File: config.mk
export PLATFORM = sky130hd
export DESIGN_NAME = slice_alu8
export DESIGN_NICKNAME = d
export VERILOG_FILES = /design/src/rtl/slice_alu8.sv
export SDC_FILE = /design/constraint.sdc
export NUM_CORES = 1
export LEC_CHECK = 0
export ABC_CLOCK_PERIOD_IN_PS = 5200
export BUFFER_PORTS_ARGS = -buffer_cell sky130_fd_sc_hd__buf_2
export CORE_MARGIN = 10
export CORE_UTILIZATION = 35
export DETAILED_ROUTE_END_ITERATION = 8
export SLEW_MARGIN = 10
export SYNTH_ARGS = -nofsm -noshare
export SYNTH_HDL_FRONTEND = slang
export SYNTH_SLANG_ARGS = --single-unit
export TNS_END_PERCENT = 30
File: constraint.sdc
create_clock -name clk -period 5.2 [get_ports clk]
set_input_delay 1.04 -clock clk [delete_from_list [all_inputs] [get_ports clk]]
set_output_delay 1.04 -clock clk [all_outputs]
set_load 0.01 [all_outputs]
File: src/rtl/slice_alu8.sv
module slice_alu8 #(
  parameter int W  = 8,
  parameter int SW = 4
) (
  input  logic         clk,
  input  logic         rst_n,
  input  logic [W-1:0] bus_in,
  input  logic         a_load_n,
  input  logic         b_load_n,
  input  logic         flag_we_n,
  input  logic         out_en_n,
  input  logic [3:0]   sel,
  input  logic         mode,
  input  logic         cin_n,
  output logic [W-1:0] result,
  output logic [W-1:0] bus_out,
  output logic         bus_oe,
  output logic         cf,
  output logic         zf
);
  localparam int NS = W / SW;

  logic [W-1:0] ra, rb, xv, yv;
  logic [NS:0]  c;

  always_ff @(posedge clk or negedge rst_n)
    if (!rst_n) begin
      ra <= '0;
      rb <= '0;
    end else begin
      if (!a_load_n) ra <= bus_in;
      if (!b_load_n) rb <= bus_in;
    end

  assign xv   = ra | ({W{sel[0]}} & rb) | ({W{sel[1]}} & ~rb);
  assign yv   = ({W{sel[3]}} & ra & rb) | ({W{sel[2]}} & ra & ~rb);
  assign c[0] = ~mode & ~cin_n;

  for (genvar g = 0; g < NS; g++) begin : g_slice
    logic [SW:0] s;
    assign s = {1'b0, xv[g*SW +: SW]} + {1'b0, yv[g*SW +: SW]} + {{SW{1'b0}}, c[g]};
    assign c[g+1] = s[SW] & ~mode;
    assign result[g*SW +: SW] = mode ? ~(xv[g*SW +: SW] ^ yv[g*SW +: SW]) : s[SW-1:0];
  end

  always_ff @(posedge clk or negedge rst_n)
    if (!rst_n) begin
      cf <= 1'b0;
      zf <= 1'b0;
    end else if (!flag_we_n) begin
      cf <= c[NS];
      zf <= ~|result;
    end

  assign bus_oe  = ~out_en_n;
  assign bus_out = out_en_n ? '0 : result;
endmodule

Yosys cells after proc, flatten, opt, wreduce, memory -nomap -nowiden
Index checks and enable logic that the tools add are counted.
Widths: inputs -> output; s select.
{"block": "classes", "n_addsub": 4, "mul": 0, "div": 0, "n_lt_le_gt_ge": 0, "n_eq_ne": 0, "n_shift": 0, "muxes": 3, "bitwise": 20, "reduce_logical": 2}
{"operator": "$and 8x8->8", "n": 6}
{"operator": "$or 8x8->8", "n": 3}
{"operator": "$add 4x4->5", "n": 2}
{"operator": "$add 5x1->5", "n": 2}
{"operator": "$mux 4", "n": 2}
{"operator": "$mux 8", "n": 1}
{"operator": "$not 4->4", "n": 2}
{"operator": "$not 8->8", "n": 1}
{"operator": "$reduce_or 8->1", "n": 1}
{"operator": "$xor 4x4->4", "n": 2}
{"operator": "$and 1x1->1", "n": 3}
{"operator": "$not 1->1", "n": 3}
{"operator": "$logic_not 1->1", "n": 1}
{"block": "word_totals", "regBits": 18, "latchBits": 0, "ram_bits": 0, "romBits": 0, "input_bits": 20, "out_inout_bits": 19, "word_cells": 33, "mem_count": 0}

Depth between registers and ports, before layout
Gate-level depths: netlist of run 1.
{"block": "depth", "word_depth": 10, "mapped_depth": 15}

Worst setup path before layout of run 1
No wires, ideal clock.
{"block": "synth_timing", "kind": "input-to-output", "from": "input port sel[0]", "to": "output port bus_out[6]", "arrival_time_ns": 3.774, "t_required_ns": 4.160, "slack_ns": 0.386, "stages": 14, "cell_sequence": "clkbuf_1 > a211o_1 > inv_1 > fa_1 > fa_1 > nor2b_1 > o21a_1 > o21bai_1 > fa_1 > inv_1 > fa_1 > nor2_1 > xnor2_1 > and2_1"}
{"block": "synth_via", "elab_chain_cells": 9, "word_cells_on_any_way": 12, "cone_classes": "add/sub: 4; mux: 2; bitwise: 6"}
{"item": "start, declared", "line_no": "12", "text": "input logic [3:0] sel,"}
{"item": "$and 8x8->8 *", "line_no": "35", "text": "assign xv = ra | ({W{sel[0]}} & rb) | ({W{sel[1]}} & ~rb);"}
{"item": "$or 8x8->8 * (2 in series)", "line_no": "35"}
{"item": "$add 4x4->5", "line_no": "41", "text": "assign s = {1'b0, xv[g*SW +: SW]} + {1'b0, yv[g*SW +: SW]} + {{SW{1'b0}}, c[g]};"}
{"item": "$add 5x1->5", "line_no": "41"}
{"item": "$and 1x1->1", "line_no": "42", "text": "assign c[g+1] = s[SW] & ~mode;"}
{"item": "$add 5x1->5", "line_no": "41"}
{"item": "$mux 4 *", "line_no": "43", "text": "assign result[g*SW +: SW] = mode ? ~(xv[g*SW +: SW] ^ yv[g*SW +: SW]) : s[SW-1:0];"}
{"item": "net result[6]", "line_no": "15", "text": "output logic [W-1:0] result,"}
{"item": "$mux 8 *", "line_no": "56", "text": "assign bus_out = out_en_n ? '0 : result;"}
{"item": "end, declared", "line_no": "16", "text": "output logic [W-1:0] bus_out,"}
Mark *: on every way through the listed nets, which the timed path passes. The rest lies on a longest branch.

Worst setup path in the final report of run 1
{"block": "layout_timing", "from": "input port sel[1]", "to": "output port bus_out[5]"}
{"block": "layout_via", "elab_chain_cells": 8, "word_cells_on_any_way": 11, "cone_classes": "add/sub: 4; mux: 2; bitwise: 5"}
{"item": "$and 8x8->8 *", "line_no": "35"}
{"item": "$or 8x8->8 *", "line_no": "35"}
{"item": "$add 4x4->5", "line_no": "41"}
{"item": "$add 5x1->5", "line_no": "41"}
{"item": "$and 1x1->1", "line_no": "42"}
{"item": "$add 5x1->5", "line_no": "41"}
{"item": "$mux 4 *", "line_no": "43"}
{"item": "$mux 8 *", "line_no": "56"}
Every way passes the cells marked *; elsewhere a longest branch is shown, timed or not.

==> reports/qor.txt, run 1 <==
Run status = complete, no violations
Final Hold Fails = 0
Cell Count, Final, Fillers Out = 223
Setup TNS = 0 ps
Syn-to-layout area delta = 22.3%
DP Cell Count = 218
R2r setup slk = 1550 ps
PnR worst setup slack = 236 ps
Worst EP required = 4160 ps
Congestion Overflow GR = 0
CTS root buf = clkbuf_8
Synth top area share = 32.2%
Clock latency on the worst-skew pair = 260 ps
Routability Congestion = 0.797
Crit-path cells = buf_2, nor2b_1, a211o_1, inv_1, fa_2, fa_1, nor2b_1, o21a_1, o21bai_1, fa_1, inv_1, fa_1, nor2_1, a21o_1, nor2_1, buf_2
Maximum VDD drop = 0.152 mV
Wirelength per Cell = 15.6 um
Worst hold stages = 2
Reg clk slew, reported paths = 70 ps
Antenna viol nets, final = 0
Hold_sp = cf$_DFFE_PN0N_
Max Cap Viol = 0
Rows = 22
LEAKAGE = 0.845 nW
Top post-synthesis cells by area = dfrtp_1 32%, mux2_2 15%, ha_1 7.1%, nor2b_1 6.7%, fa_1 5.7%
Starting Density = 37.1%
Slew margin rel. = 71.1%
Synth Register Bits = 18
Maximum root-to-sink buffer count = 2
Die Area = 6930 sq um
CP Buf/Inv Count = 4
CTS Buf Count = 3
Vias/cell = 4.94
Area leader, netlist = dfrtp_1
CP peak stage delay = 410 ps
Unique masters post-synth = 32
Kind of critical path = in2out
Critical path data arrival time = 3920 ps
Die height = 83.2 um
Vias in the first global route = 1,214
Pre-CTS setup slack = 160 ps
Syn Nets = 167
Fillers = 378
I/O Buffers = 38
Reg2reg start = rb[0]$_DFFE_PN0N_
Mapped Cells = 135
Pin count of the biggest net entering global routing = 19
FF-to-FF End = zf$_DFFE_PN0N_
Crit path top cell by count = fa_1
Die Wd = 83.2 um
Hold Path Sink = cf$_DFFE_PN0N_
Drt pass-1 iters = 3
Routed via count = 1,101
Actual slew at the worst max-slew pin = 433 ps
CTS tree = built
Layout cells sized above 1 = 38.9%
Routed wire length = 3.47 mm
IO Pins = 39
Hold_buf cts = 0
Worst setup EP type = output port
FMAX = 201 MHz
Most common cell after layout, fill and taps aside = buf_2
Fin crit share = 95.5%
Initial antenna violation count = 0
First-pass GRT wire length = 5.83 mm
Initial DRC count = 19
H-tree depth = 1
R2r worst-path depth = 16
Clk sinks = 18
RSZ-0062 raised after global routing = no
Core ar. = 3770 sq um
Yosys warnings = 0
CP max stage cell = fa_1
GRT Util Overall = 9.94%
Final Max Slew Viols = 0
Minimum clock period = 4960 ps
Hold/Removal Path Class = reg2reg
Final #Nets = 208
Cell area after synthesis = 1400 sq um
Crit Path Max Fanout = 8
Final setup violation count = 0
Power Dens Cells = 289 nW/um^2
CP Launch Type = input port
Crit path from = sel[1]
Seq/Total Area, Yosys = 32.2%
Commonest cells after routing, fill and taps aside = 36 x buf_2, 19 x mux2_2, 18 x dfrtp_1, 15 x nor2b_1, 11 x inv_1
Inserted Diodes = 0
Mean Syn Cell Area = 10.4 sq um
DP HPWL = 2.85 mm
Clk_skew = 2.19 ps
Top Family by Delay on Critical Path = adder cells
Remaining DRCs = 0
## flip-flops by register name, summed over array words and instances (netlist names)
signal / flops
cf: 1
ra: 8
rb: 8
zf: 1
## report_power, final
group / total, mW / internal (mW) / leakage [nW] / switching (mW)
sequential: 0.167 / 0.154 / 0.214 / 0.0131
combinational: 0.211 / 0.100 / 0.602 / 0.110
clock: 0.117 / 0.0674 / 0.0288 / 0.0496
total: 0.495 / 0.322 / 0.845 / 0.173
## metrics by stage
step	power [mW]	hold WS, ps	cell area (sq um)	util (%)
3_5_place_dp	0.379	465	1640	43.5
3_3_place_gp	0.373	472	1640	43.5
5_1_grt	0.535	526	1710	45.4
6_report	0.495	473	1710	45.4
2_1_floorplan	0.304	495	1400	-
4_1_cts	0.498	481	1700	45.0
## metal layers
metal  vias to the layer above  global-route usage [%]  share of wire, %
li1                        550                       -                 -
met1                       516                    12.1                47
met2                        30                    16.0                45
met3                         5                    2.93               6.7
met4                         0                    3.69               1.2
met5                         -                       0                 0
## synth_stat cells
| cell type | number |
|---|---|
| nor2_1 | 4 |
| nor2b_1 | 15 |
| and3_1 | 1 |
| and2_1 | 8 |
| a211oi_1 | 1 |
| buf_2 | 1 |
| o21ai_0 | 2 |
| nand4b_1 | 1 |
| a31oi_1 | 1 |
| clkbuf_1 | 3 |
| a21oi_1 | 3 |
| nand2_1 | 4 |
| o21a_1 | 1 |
| xor2_1 | 1 |
| mux2_2 | 19 |
| or2_2 | 1 |
| and2_2 | 1 |
| dfrtp_1 | 18 |
| a32o_1 | 1 |
| xnor2_1 | 3 |
| inv_1 | 11 |
| o21bai_1 | 1 |
| o31ai_1 | 1 |
| nand2b_1 | 2 |
| a21o_1 | 1 |
| o41ai_2 | 1 |
| a211o_1 | 9 |
| fa_1 | 4 |
| nor3_1 | 1 |
| mux2i_1 | 6 |
| ha_1 | 8 |
| a21o_2 | 1 |
## worst max-delay path by stage
| stage | end | cells past startpoint |
|---|---|---|
| after CTS | bus_out[5] | 16 |
| after global placement | bus_out[5] | 16 |
| after floorplan | bus_out[6] | 14 |
| after global routing | bus_out[5] | 16 |
| after detailed placement | bus_out[5] | 16 |
| final | bus_out[5] | 16 |
## worst register-to-register path: stages (launching register included)
cell	delay (ps)
dfrtp_1	410
mux2_2	230
and2_1	140
inv_1	70
fa_2	370
fa_1	390
nor2b_1	130
o21a_1	130
o21bai_1	70
fa_1	360
inv_1	100
fa_1	410
nor2_1	90
a21o_1	140
buf_4	110
nand4b_1	90
o41ai_2	310
## layout make-up
class,count,area [sq um],area share [%]
inverters,11,41.3,2.41
multi-input cells,102,895,52.3
well taps,48,60.1,3.51
clock buffers,4,55.1,3.22
repair buffers,40,210,12.3
flip-flops and latches,18,450,26.3
## kinds of logic after synthesis
| logic type | count (synthesis) | share of synthesized area, % |
|---|---|---|
| adders and majority gates | 12 | 12.9 |
| muxes | 25 | 19.6 |
| AOI/OAI and AO/OA | 23 | 13.0 |
| DFF | 18 | 32.2 |
| buffers and inverters | 15 | 4.11 |
| xor gates and xnor gates | 4 | 2.50 |
| and+or+nand+nor | 38 | 15.7 |
## timing repair
action	CTS	global route
endpoints found under the setup margin	0	2
endpoints found under the hold margin	0	0
resized for setup	0	3
setup buffers	0	1
(Power assumes the default switching activity.)
==> run 2, diff against run 1 <==
==> constraint.sdc (replaced) <==
create_clock -name clk -period 5.2 [get_ports clk]
set_input_delay 0.26 -clock clk [delete_from_list [all_inputs] [get_ports clk]]
set_output_delay 0.26 -clock clk [all_outputs]
set_load 0.01 [all_outputs]
==> run 2 against run 1 <==
Maximum frequency rose by 31%; cell area fell by 0.73%; power fell by 1.9%; combinational power fell by 2%; critical path type is now reg2out; worst setup slack improved by 1200 ps; non-clock buffer count fell by 1; highest routed layer unchanged; sequential share of layout area rose by 0.19 points; cell count fell by 0.45%; first-iteration DRC count rose by 42%.
==> reports/qor.txt, run 2 (synthesized netlist as in run 1, its figures left out) <==
Run status = complete, no violations
I/O Buffers = 38 (unchanged)
Remaining DRCs = 0 (unchanged)
Kind of critical path = reg2out
Combinational power share = 42.7% (about the same)
CTS resizes = 0 (unchanged)
Syn-to-layout area delta = 21.4%
Vias/cell = 4.93 (about the same)
Final setup violation count = 0 (unchanged)
Starting Density = 37.1% (unchanged)
Commonest cells after routing, fill and taps aside = 38 x buf_2, 19 x mux2_2, 18 x dfrtp_1, 15 x nor2b_1, 11 x inv_1
Drt pass-1 iters = 4 (+1)
Setup TNS = 0 ps (unchanged)
Hold WS = 231 ps (-242 ps)
LEAKAGE = 0.839 nW (-0.74%)
Worst EP required = 4940 ps (+780 ps)
CTS Buf Count = 3 (unchanged)
Antenna viol nets, final = 0 (unchanged)
FMAX = 264 MHz (+31%)
Setup bufs post-CTS = 0 (unchanged)
First-pass GRT wire length = 5.84 mm (+0.24%)
Fin crit share = 72.9% (-23 points)
Routed via count = 1,095 (-0.54%)
Clk_skew = 1.88 ps (-0.311 ps)
Post-route design area = 1700 sq um (-0.73%)
Sw Pwr = 0.166 mW (-4.0%)
CTS tree = built
Actual slew at the worst max-slew pin = 405 ps (-28.3 ps)
CP Launch Type = flop
Hold/Removal Path Class = in2reg
Wirelength per Cell = 15.0 um (-3.7%)
Routability Congestion = 0.813 (+2.0%)
Clk sinks = 18 (unchanged)
RSZ-0062 raised after global routing = no
Final Hold Fails = 0 (unchanged)
Sequential Power Share = 34.2% (+0.4 points)
Final Max Slew Viols = 0 (unchanged)
GRT Util Overall = 9.94% (unchanged)
Crit Path Max Fanout = 4 (-4)
Slew margin rel. = 73.0% (+1.9 points)
Pin count of the biggest net entering global routing = 19 (unchanged)
Minimum clock period = 3790 ps (-1180 ps)
Cell-internal power = 0.319 mW (-0.82%)
Max Cap Viol = 0 (unchanged)
Maximum root-to-sink buffer count = 2 (unchanged)
Die Wd = 83.2 um (unchanged)
Fillers = 380 (+0.53%)
H-tree depth = 1 (unchanged)
Die height = 83.2 um (unchanged)
Congestion Overflow GR = 0 (unchanged)
Area after DPL = 1630 sq um (-0.46%)
Vias in the first global route = 1,224 (+0.82%)
Routed wire length = 3.33 mm (-4.1%)
CTS root buf = clkbuf_8
Inserted Diodes = 0 (unchanged)
Initial antenna violation count = 0 (unchanged)
Layout cells sized above 1 = 37.4% (-1.5 points)
Initial DRC count = 27 (+8)
Sw Share = 34.3% (-0.74 points)
Power Dens Cells = 286 nW/um^2 (-1.2%)
Reg clk slew, reported paths = 70 ps (about the same)
Worst setup EP type = output port
Die Area = 6930 sq um (unchanged)
Clock power frac = 23.1% (-0.5 points)
Most common cell after layout, fill and taps aside = buf_2
Core ar. = 3770 sq um (unchanged)
DP HPWL = 2.74 mm (-3.7%)
Rows = 22 (unchanged)
Biggest regs = ra (8), rb (8)
Hold_buf cts = 1 (+1)
Clock latency on the worst-skew pair = 250 ps (about the same)
Total power = 0.485 mW (-1.9%)
Critical path data arrival time = 3530 ps (-390 ps)
IO Pins = 39 (unchanged)
Maximum VDD drop = 0.109 mV (-28%)
Final #Nets = 207 (-0.48%)
## run 2: cell count changes in the layout (fill, tap and decap cells not counted), sizes merged
| cell | delta |
|---|---|
| dlygate4sd3 | +1 |
| clkbuf | -2 |
## run 2: worst max-delay path, cell delays in order, from the launching register on
cell and delay, ps:
dfrtp_1 410, mux2_2 230, and2_1 150, inv_1 60, fa_1 430, fa_1 400
nor2b_1 120, o21a_1 110, o21bai_1 70, fa_1 360, inv_1 100, fa_1 410
nor2_1 110, a21o_1 130, nor2_1 50, buf_2 130
## run 2: per-layer routing
metal | track usage [%] | part of all wire [%]
met1 | 11.7 | 46
met3 | 3.32 | 7.4
met5 | 0 | 0
met4 | 3.23 | 1.1
met2 | 16.4 | 45
## run 2: worst paths after layout
check,end,slack (ps),cells after the start,start
max,bus_out[5],1410,15,rb[0]$_DFFE_PN0N_
min,cf$_DFFE_PN0N_,230,2,flag_we_n
max reg2reg,zf$_DFFE_PN0N_,1620,15,rb[0]$_DFFE_PN0N_
min reg2reg,cf$_DFFE_PN0N_,480,2,cf$_DFFE_PN0N_
max in group asynchronous,cf$_DFFE_PN0N_,4440,2,rst_n
min in group asynchronous,rb[3]$_DFFE_PN0N_,470,2,rst_n
## run 2: through the flow
| step | cells | util [%] | worst slack, ps |
|---|---|---|---|
| CTS | 222 | 45.1 | 1370 |
| global route | 222 | 45.1 | 1140 |
| global placement | 217 | 43.3 | 1750 |
| finish | 222 | 45.1 | 1410 |
| detailed placement | 217 | 43.3 | 1610 |
| floorplan | 135 | - | 1860 |
## run 2: cell type report
cell class              count  area [sq um]  area share, %
clock buffers               4          55.1           3.24
inverters                  11          41.3           2.43
multi-input cells         102           892           52.5
flip-flops and latches     18           450           26.5
well taps                  48          60.1           3.53
repair buffers             39           200           11.8
## run 2: power groups by stage
stage	clock network [mW]	logic, mW	registers [mW]
2_1_floorplan	0	0.138	0.166
3_3_place_gp	0	0.205	0.167
3_5_place_dp	0	0.210	0.168
4_1_cts	0.117	0.212	0.166
5_1_grt	0.126	0.236	0.168
6_report	0.112	0.207	0.166
==> run 3, diff against run 2 <==
--- a/config.mk
+++ b/config.mk
@@ -5,7 +5,8 @@
 export SDC_FILE = /design/constraint.sdc
 export NUM_CORES = 1
 export LEC_CHECK = 0
-export ABC_CLOCK_PERIOD_IN_PS = 5200
+export ABC_AREA = 1
+export ABC_CLOCK_PERIOD_IN_PS = 3200
 export BUFFER_PORTS_ARGS = -buffer_cell sky130_fd_sc_hd__buf_2
 export CORE_MARGIN = 10
 export CORE_UTILIZATION = 35
==> constraint.sdc (replaced) <==
create_clock -name clk -period 3.2 [get_ports clk]
set_input_delay 0.16 -clock clk [delete_from_list [all_inputs] [get_ports clk]]
set_output_delay 0.16 -clock clk [all_outputs]
set_load 0.01 [all_outputs]
==> run 3 against run 2 <==
The flow now finishes with violations (negative setup slack); synthesized area rose by 0.63%; register-to-register slack worse by 1600 ps; power is 62% higher; first-iteration DRC count rose by 52%; combinational power rose by 59%; via count is 21% higher; clock power rose by 70%; cell area is 6.3% higher; synthesized cell count grew 52%; clock skew is 5.8 ps higher; wire length grew 2.6%; highest routed layer unchanged.
==> reports/qor.txt, run 3 <==
Run status = finished, violations left
Failing checks = negative setup slack
PnR worst setup slack = -234 ps (-1650 ps)
Clk sinks = 18 (unchanged)
Max Cap Viol = 0 (unchanged)
IO Pins = 39 (unchanged)
FMAX = 291 MHz
Layout cells sized above 1 = 28.2% (-9.2 points)
Drt pass-1 iters = 4 (unchanged)
Final Hold Fails = 0 (unchanged)
Clock latency on the worst-skew pair = 260 ps (about the same)
Wirelength per Cell = 11.3 um (-25%)
Core ar. = 3940 sq um (+4.5%)
Setup TNS = -702 ps (-702 ps)
Most common cell in the netlist = nand2_1
Crit Path Max Fanout = 5 (+1)
Kind of critical path = reg2out
Routability Congestion = 0.806 (-0.87%)
Actual slew at the worst max-slew pin = 411 ps (+5.74 ps)
GRT Util Overall = 10.2% (+0.28 points)
Starting Density = 35.7% (-1.4 points)
Slew margin rel. = 72.6% (-0.38 points)
Syn Nets = 237 (+42%)
FFs w/ async S/R, synth = 100% (unchanged)
CTS root buf = clkbuf_8
Hold/Removal Path Class = in2reg
Maximum VDD drop = 0.159 mV (+46%)
Minimum clock period = 3430 ps
Crit path from = rb[0]$_DFFE_PN0N_
Maximum root-to-sink buffer count = 2 (unchanged)
Post-route design area = 1810 sq um (+6.3%)
Hold_sp = bus_in[6]
CP Launch Type = flop
Final Max Slew Viols = 0 (unchanged)
Commonest cells after routing, fill and taps aside = 56 x nand2_1, 36 x inv_1, 36 x buf_2, 23 x o21ai_0, 18 x dfrtp_1
H-tree depth = 1 (unchanged)
Die Wd = 83.4 um (+0.24%)
CTS tree = built
Final #Nets = 285 (+38%)
Synth Register Bits = 18 (unchanged)
Vias in the first global route = 1,420 (+16%)
Initial antenna violation count = 0 (unchanged)
Worst setup EP type = output port
Clk_skew = 7.65 ps (+5.77 ps)
Syn-to-layout area delta = 28.2%
Top_reg_cell synth = dfrtp_1
Area leader, netlist = dfrtp_1
Die Area = 6960 sq um (+0.48%)
Congestion Overflow GR = 0 (unchanged)
Reg2reg start = rb[0]$_DFFE_PN0N_
Synth top area share = 32.0% (-0.20 points)
Initial DRC count = 41 (+52%)
Critical path data arrival time = 3270 ps (-260 ps)
First-pass GRT wire length = 6.22 mm (+6.4%)
Final setup violation count = 5 (+5)
Antenna viol nets, final = 0 (unchanged)
Inserted Diodes = 0 (unchanged)
Rows = 23 (+4.5%)
Cell area after synthesis = 1410 sq um (+0.63%)
Yosys warnings = 0 (unchanged)
Top post-synthesis cells by area = dfrtp_1 32%, nand2_1 15%, inv_1 10%, o21ai_0 8.5%, ha_1 7.1%
Post-synth top cells = 57 x nand2_1, 39 x inv_1, 24 x o21ai_0
Vias/cell = 4.39 (-11%)
Routed via count = 1,326 (+21%)
CTS Buf Count = 3 (unchanged)
Mean Syn Cell Area = 6.87 sq um (-34%)
Mapped Cells = 205 (+52%)
I/O Buffers = 38 (unchanged)
Unique masters post-synth = 20 (-38%)
RSZ-0062 raised after global routing = yes
Pin count of the biggest net entering global routing = 19 (unchanged)
Area after DPL = 1690 sq um (+3.2%)
LEAKAGE = 1.04 nW (+24%)
Power Dens Cells = 435 nW/um^2 (+52%)
Routed wire length = 3.41 mm (+2.6%)
Most common cell after layout, fill and taps aside = nand2_1
Die height = 83.4 um (+0.24%)
Reg clk slew, reported paths = 70 ps (about the same)
Worst EP required = 3040 ps (-1900 ps)
Biggest regs = ra (8), rb (8)
Remaining DRCs = 0 (unchanged)
Fin crit share = 107%
Seq/Total Area, Yosys = 32.0% (-0.20 points)
DP HPWL = 2.77 mm (+0.90%)
Post-synth EDFFs = 0 (unchanged)
run 3: cell families (layout without fill, tap and decap cells):
| kind of cell | Yosys count | in the layout | synth area share [%] |
|---|---|---|---|
| fa+ha+maj | 12 | 12 | 12.8 |
| compound gates | 39 | 39 | 14.9 |
| simple gates | 91 | 91 | 26.9 |
| buf+inv | 44 | 91 | 12.3 |
| flops | 18 | 18 | 32.0 |
| xor+xnor | 1 | 1 | 1.15 |
run 3: final timing paths:
kind / to / slack (ps) / cells after the start
max: result[5] / -230 / 15
min: rb[6]$_DFFE_PN0N_ / 140 / 3
max reg2reg: zf$_DFFE_PN0N_ / 40 / 17
min reg2reg: cf$_DFFE_PN0N_ / 490 / 2
max in group asynchronous: rb[0]$_DFFE_PN0N_ / 2540 / 2
min in group asynchronous: cf$_DFFE_PN0N_ / 350 / 2
run 3: final cells by class:
cell class | instances | area (sq um)
repair buffers | 48 | 280
multi-input cells | 143 | 812
inverters | 39 | 146
clock buffers | 4 | 55.1
fillers | 408 | 2140
well taps | 50 | 62.6
flip-flops and latches | 18 | 450
run 3: metrics by stage:
step / setup WS, ps / util, % / std cells / total power, mW / hold slack (ps)
2_1_floorplan: 5.27 / - / 205 / 0.470 / -136
3_3_place_gp: -107 / 42.8 / 294 / 0.573 / 114
3_5_place_dp: -174 / 42.8 / 294 / 0.578 / 118
4_1_cts: -239 / 45.0 / 300 / 0.782 / 139
5_1_grt: -427 / 45.8 / 302 / 0.863 / 175
6_report: -234 / 45.8 / 302 / 0.786 / 140
run 3: where the power goes:
group          internal (mW)  leakage [nW]  switching [mW]
clock                  0.110        0.0288          0.0806
combinational          0.143         0.786           0.187
sequential             0.247         0.222          0.0188
run 3: what timing repair did:
item                       CTS  global route
buffers inserted             1             2
hold buffers                 1             0
hold endpoints to repair    18             0
setup endpoints to repair    8            10
pin swaps                    5             4
resized for setup            6             6
cloned                       0             0
run 3: critical path, cell delays in order, from the launching register on:
cell and delay (ps):
dfrtp_1 410, nor2_1 100, nor2_1 40, nand2_1 80
inv_2 40, fa_2 350, fa_2 350, or2_4 240
a21oi_2 140, o21ai_2 80, fa_2 340, inv_2 70
fa_1 410, o21ai_2 180, inv_1 70, buf_6 120
run 3: per-layer routing:
metal	part of all wire (%)	vias up	GRT usage, %
li1	-	726	-
met1	49	560	12.4
met2	43	35	16.8
met3	6.8	5	2.64
met4	1.6	0	4.11
met5	0	-	0
